[config.mk]
export PLATFORM = sky130hd
export DESIGN_NAME = ifd_top
export DESIGN_NICKNAME = d
export VERILOG_FILES = /design/src/rtl/ifd_pkg.sv /design/src/rtl/ifd_field_split.sv /design/src/rtl/ifd_agen.sv /design/src/rtl/ifd_align.sv /design/src/rtl/ifd_top.sv
export SDC_FILE = /design/constraint.sdc
export NUM_CORES = 1
export LEC_CHECK = 0
export BUFFER_PORTS_ARGS = -buffer_cell sky130_fd_sc_hd__clkbuf_2
export CAP_MARGIN = 20
export CORE_AREA = 2 2 147 149
export DETAILED_ROUTE_END_ITERATION = 8
export DIE_AREA = 0 0 149 151
export GPL_TIMING_DRIVEN = 0
export PLACE_DENSITY = 0.66
export SYNTH_ARGS = -nofsm -noshare
export SYNTH_HDL_FRONTEND = slang
export SYNTH_HIERARCHICAL = 1
export SYNTH_SLANG_ARGS = --single-unit
[constraint.sdc]
create_clock -name clk -period 9.2 [get_ports clk]
set_clock_uncertainty 0.05 [all_clocks]
set_input_delay 1.84 -clock clk [delete_from_list [all_inputs] [get_ports clk]]
set_output_delay 1.84 -clock clk [all_outputs]
set_load 0.01 [all_outputs]
[src/rtl/ifd_pkg.sv]
package ifd_pkg;
    typedef enum logic [1:0] {
        FMT_RR  = 2'b00,
        FMT_RX  = 2'b01,
        FMT_RSI = 2'b10,
        FMT_SS  = 2'b11
    } fmt_e;

    typedef enum logic {
        ST_IDLE,
        ST_PRESENT
    } st_e;
endpackage

[src/rtl/ifd_field_split.sv]
module ifd_field_split
    import ifd_pkg::*;
#(
    parameter int HW   = 16,
    parameter int RA_W = 4,
    localparam int DW  = HW - RA_W
) (
    input  logic [HW-1:0]   hw0,
    input  logic [HW-1:0]   hw1,
    input  logic [HW-1:0]   hw2,
    output fmt_e            fmt,
    output logic [2:0]      ilen,
    output logic [RA_W-1:0] nib_hi,
    output logic [RA_W-1:0] nib_lo,
    output logic [7:0]      op_byte,
    output logic [RA_W-1:0] base_des [2],
    output logic [DW-1:0]   disp     [2],
    output logic [RA_W-1:0] idx_des,
    output logic            use_ea1,
    output logic            use_ea2
);
    assign fmt     = fmt_e'(hw0[HW-1 -: 2]);
    assign op_byte = hw0[7:0];
    assign nib_hi  = hw0[7:4];
    assign nib_lo  = hw0[3:0];

    assign base_des[0] = hw1[HW-1 -: RA_W];
    assign disp[0]     = hw1[DW-1:0];
    assign base_des[1] = hw2[HW-1 -: RA_W];
    assign disp[1]     = hw2[DW-1:0];

    always_comb begin
        ilen    = 3'd4;
        idx_des = '0;
        use_ea1 = 1'b1;
        use_ea2 = 1'b0;
        unique case (fmt)
            FMT_RR: begin
                ilen    = 3'd2;
                use_ea1 = 1'b0;
            end
            FMT_RX: begin
                idx_des = hw0[3:0];
            end
            FMT_RSI: begin
                ilen = 3'd4;
            end
            FMT_SS: begin
                ilen    = 3'd6;
                use_ea2 = 1'b1;
            end
        endcase
    end
endmodule

[src/rtl/ifd_agen.sv]
module ifd_agen #(
    parameter int AW   = 24,
    parameter int RW   = 32,
    parameter int DW   = 12,
    parameter int RA_W = 4
) (
    input  logic [RA_W-1:0] base_des,
    input  logic [RW-1:0]   base_val,
    input  logic [RA_W-1:0] idx_des,
    input  logic [RW-1:0]   idx_val,
    input  logic [DW-1:0]   disp,
    output logic [AW-1:0]   ea
);
    logic [AW-1:0] base_term;
    logic [AW-1:0] idx_term;
    logic [AW-1:0] disp_term;

    assign base_term = (base_des == '0) ? '0 : base_val[AW-1:0];
    assign idx_term  = (idx_des  == '0) ? '0 : idx_val[AW-1:0];
    assign disp_term = {{(AW-DW){1'b0}}, disp};
    assign ea        = base_term + idx_term + disp_term;
endmodule

[src/rtl/ifd_align.sv]
module ifd_align (
    input  logic [2:0] ea_low,
    input  logic [1:0] size_code,
    input  logic       check_en,
    output logic       misaligned
);
    logic [2:0] mask;

    always_comb begin
        unique case (size_code)
            2'd0: mask = 3'b000;
            2'd1: mask = 3'b001;
            2'd2: mask = 3'b011;
            2'd3: mask = 3'b111;
        endcase
    end

    assign misaligned = check_en && ((ea_low & mask) != 3'b000);
endmodule

[src/rtl/ifd_top.sv]
module ifd_top
    import ifd_pkg::*;
#(
    parameter int AW   = 24,
    parameter int RW   = 32,
    parameter int NREG = 16,
    localparam int RA_W = $clog2(NREG),
    localparam int HW   = 16,
    localparam int DW   = HW - RA_W,
    localparam int NEA  = 2
) (
    input  logic            clk,
    input  logic            rst_n,
    input  logic            in_valid,
    input  logic [HW-1:0]   hw0,
    input  logic [HW-1:0]   hw1,
    input  logic [HW-1:0]   hw2,
    input  logic [1:0]      size_code,
    output logic [RA_W-1:0] rf_addr_b1,
    output logic [RA_W-1:0] rf_addr_x,
    output logic [RA_W-1:0] rf_addr_b2,
    input  logic [RW-1:0]   rf_data_b1,
    input  logic [RW-1:0]   rf_data_x,
    input  logic [RW-1:0]   rf_data_b2,
    output logic            done,
    output logic [1:0]      fmt,
    output logic [2:0]      ilen,
    output logic [3:0]      fld_hi,
    output logic [3:0]      fld_lo,
    output logic [7:0]      fld_byte,
    output logic [AW-1:0]   ea1,
    output logic            ea1_vld,
    output logic [AW-1:0]   ea2,
    output logic            ea2_vld,
    output logic            align_err
);
    fmt_e            d_fmt;
    logic [2:0]      d_ilen;
    logic [RA_W-1:0] d_hi, d_lo;
    logic [7:0]      d_byte;
    logic [RA_W-1:0] d_base [NEA];
    logic [DW-1:0]   d_disp [NEA];
    logic [RA_W-1:0] d_idx;
    logic            d_use1, d_use2;
    logic [AW-1:0]   sum    [NEA];
    logic            d_mis;

    ifd_field_split #(.HW(HW), .RA_W(RA_W)) u_split (
        .hw0(hw0), .hw1(hw1), .hw2(hw2),
        .fmt(d_fmt), .ilen(d_ilen),
        .nib_hi(d_hi), .nib_lo(d_lo), .op_byte(d_byte),
        .base_des(d_base), .disp(d_disp), .idx_des(d_idx),
        .use_ea1(d_use1), .use_ea2(d_use2)
    );

    assign rf_addr_b1 = d_base[0];
    assign rf_addr_b2 = d_base[1];
    assign rf_addr_x  = d_idx;

    logic [RW-1:0]   bval [NEA];
    logic [RW-1:0]   xval [NEA];
    logic [RA_W-1:0] xdes [NEA];

    assign bval[0] = rf_data_b1;
    assign bval[1] = rf_data_b2;
    assign xval[0] = rf_data_x;
    assign xval[1] = '0;
    assign xdes[0] = d_idx;
    assign xdes[1] = '0;

    for (genvar g = 0; g < NEA; g++) begin : g_agen
        ifd_agen #(.AW(AW), .RW(RW), .DW(DW), .RA_W(RA_W)) u_agen (
            .base_des(d_base[g]), .base_val(bval[g]),
            .idx_des(xdes[g]),    .idx_val(xval[g]),
            .disp(d_disp[g]),     .ea(sum[g])
        );
    end

    ifd_align u_align (
        .ea_low(sum[0][2:0]),
        .size_code(size_code),
        .check_en(d_fmt == FMT_RX || d_fmt == FMT_RSI),
        .misaligned(d_mis)
    );

    st_e state, state_nx;

    always_comb begin
        state_nx = state;
        unique case (state)
            ST_IDLE:    if (in_valid)  state_nx = ST_PRESENT;
            ST_PRESENT: if (!in_valid) state_nx = ST_IDLE;
        endcase
    end

    always_ff @(posedge clk) begin
        if (!rst_n) state <= ST_IDLE;
        else        state <= state_nx;
    end

    assign done = (state == ST_PRESENT);

    always_ff @(posedge clk) begin
        if (!rst_n) begin
            fmt       <= '0;
            ilen      <= '0;
            fld_hi    <= '0;
            fld_lo    <= '0;
            fld_byte  <= '0;
            ea1       <= '0;
            ea1_vld   <= 1'b0;
            ea2       <= '0;
            ea2_vld   <= 1'b0;
            align_err <= 1'b0;
        end else if (in_valid) begin
            fmt       <= d_fmt;
            ilen      <= d_ilen;
            fld_hi    <= d_hi;
            fld_lo    <= d_lo;
            fld_byte  <= d_byte;
            ea1       <= d_use1 ? sum[0] : '0;
            ea1_vld   <= d_use1;
            ea2       <= d_use2 ? sum[1] : '0;
            ea2_vld   <= d_use2;
            align_err <= d_mis;
        end
    end
endmodule

==> flow_summary.json <==
{
  "report.final.slew_viol_count": 0,
  "ant_nets": 0,
  "route.detailed.drc": 0,
  "top_usage_layer": "met2",
  "fin_crit_sh": 0.649,
  "path_cells": "clkbuf_2 > inv_1 > ha_1 > and2_1 > nor4_4 > clkbuf_1 > nand2b_1 > fa_1 > inv_1 > ha_1 > inv_1 > fa_1 > nor2b_1 > o21ai_1 > o21ai_2 > a211o_1 > nor2_1 > a311oi_1 > nand2_1 > o21ai_1",
  "setup_violations": 0,
  "grt_pass1_vias": 6219,
  "cts_num_sinks": 73,
  "wl_per_cell_um": 14.4,
  "hold_viol": 0,
  "post-route-min-period_ps": 5980,
  "groute.usage.overall": 0.171,
  "vias": 6515,
  "gp_congestion": 0.867,
  "post-synth-top-area-cell": "dfxtp_1",
  "vdd_drop_max_v": 0.0000853,
  "antenna_cells": 0,
  "crit_slowest_cell": "nor4_4",
  "grt_use_met3": 0.0256,
  "die-height_um": 151,
  "synth.distinct_cells": 63,
  "synth_edf_count": 0,
  "drtIter0Drc": 231,
  "routed_wl_um": 19400,
  "die_w_um": 149,
  "nFillCells": 2167,
  "worstSetupPathType": "primary input to register",
  "yosysMostFrequentCell": "nand2_1",
  "met1_usage": 0.222,
  "synth_ff_type": "dfxtp_1",
  "grt_pass1_wl_um": 30600,
  "io_buffers": 166,
  "numCtsBuffers": 9,
  "fmax_mhz": 167,
  "dieArea_sq_mm": 0.0225,
  "initial_utilization": 0.344,
  "floorplan.io_pins": 234,
  "post-cts-setup-buffer-count": 0,
  "synth_seq_cells": 73,
  "ctsResizeCount": 0,
  "cts_buffer_depth": 2,
  "status": "completed",
  "p_leak_nw": 4.29,
  "drv_cap": 0,
  "arrival_ps": 6200,
  "drive_above_1_share": 0.257,
  "dp_hpwl_um": 16100,
  "rsz0062_at_grt": "false",
  "reg2reg_slack_ps": 8540,
  "area_delta_synth_final_pct": 22.3,
  "hold_start": "ea1_vld",
  "path_max_fanout": 10,
  "required_ps": 9420,
  "yosys_warnings": 6,
  "synth_top_area_frac": 0.204,
  "cts_root_buffer": "clkbuf_16",
  "nets": 1312,
  "tightestPinTransition_ps": 509,
  "via_per_inst": 4.83,
  "reg2reg_from": "align_err",
  "max-slew-margin-rel": 0.658,
  "async_reset_ff_frac": 0,
  "fin_cells": 1348,
  "finalPower_mw": 1.32,
  "synth_area_leaders": "dfxtp_1 20%, ha_1 12%, fa_1 7.3%",
  "post-place-cells": 1332,
  "tns_ps": 0,
  "crit_family": "simple AND/OR/NAND/NOR gates",
  "yosysSeqAreaShare": 0.204,
  "dr.pass1.iters": 4,
  "cts_tree": "built",
  "endpoint_kind": "register",
  "worstSetupStartpoint": "hw0[15]",
  "overflow": 0,
  "crit_top_cell": "inv_1",
  "row_count": 53,
  "synth.avg_cell_area_sq_um": 8.30,
  "htree_levels": 3,
  "netlist_top_cells_count": "84 x nand2_1, 73 x dfxtp_1, 70 x and2_1",
  "hp-class": "register to register",
  "core-area_sq_mm": 0.0208,
  "start_kind": "primary input",
  "synthCells": 864,
  "setup_ws_ps": 3220,
  "antenna_found_initial": 0,
  "grt_use_met2": 0.289,
  "cts_hold_buf": 0,
  "clk_pin_slew_ps": 60,
  "crit_path_max_incr_delay_ps": 530,
  "crit_buf_inv": 5,
  "place_ws_ps": 2760,
  "netlist_area_sq_mm": 0.00717,
  "power_density_mw_per_mm2": 150,
  "clock_insertion_delay_worst_skew_ps": 330,
  "grt_max_degree": 13
}
==> cell families after synthesis <==
family / synth area share
AND/OR/NAND/NOR: 0.264
AO/OA/AOI/OAI: 0.154
buffers and inverters: 0.102
adder cells (fa/ha/maj): 0.193
flip-flops: 0.204
XOR/XNOR: 0.0501
multiplexers: 0.0321
other: 0.00105
==> sequential cells by signal (all words and copies together) (netlist names) <==
signal / flops
fld_byte: 8
ea1_vld: 1
fld_hi: 4
ea1: 24
ea2_vld: 1
align_err: 1
ea2: 24
fld_lo: 4
ilen: 3
fmt: 2
done: 1
==> cell usage in the layout (no fill, tap or decap), types with 28 or more instances in the layout <==
cell type,count
buf_4,57
and2_1,70
ha_1,69
xnor2_1,28
nor2b_1,51
nand2_1,84
a21oi_1,42
nand3b_1,49
conb_1,29
clkbuf_2,170
o21ai_1,52
dfxtp_1,73
==> area by class of cell <==
type | count | area, sq um | area share
plain buffers | 94 | 629 | 0.0718
clock buffers | 11 | 243 | 0.0277
clock inverters | 5 | 78.8 | 0.00899
inverters | 27 | 101 | 0.0116
multi-input cells | 697 | 5080 | 0.579
flip-flops and latches | 73 | 1460 | 0.167
well taps | 275 | 344 | 0.0392
repair buffers | 166 | 831 | 0.0947
==> stage by stage <==
| step | instance area (sq um) | util | hold WS [ps] |
|---|---|---|---|
| floorplan | 7270 | - | 442 |
| global placement | 8450 | 0.406 | 407 |
| detailed placement | 8450 | 0.406 | 413 |
| CTS | 8770 | 0.421 | 423 |
| global route | 8770 | 0.421 | 441 |
| finish | 8770 | 0.421 | 421 |
==> worst min-delay path: stages, from the launching register on <==
cell and delay, ps:
dfxtp_1 310, nand2b_1 60, a21boi_1 60
==> metal layers <==
layer | wire (um) | vias up | part of all wire
met5 | 0 | - | 0
met4 | 359 | 0 | 0.018
met3 | 889 | 29 | 0.046
met2 | 9190 | 155 | 0.47
met1 | 8970 | 3031 | 0.46
li1 | - | 3300 | -
==> final timing paths <==
path	endpoint	cells past startpoint
worst min register to register	ea1_vld	2
worst max-delay path	ea1[21]	20
worst max register to register	align_err	2
worst min-delay path	ea1_vld	2
==> power breakdown <==
part	total [mW]	switching [mW]	internal [mW]
Clock	0.380	0.136	0.244
Sequential	0.360	0.0167	0.344
Combinational	0.580	0.323	0.257
Note: power is estimated with default switching activity, not from simulation.
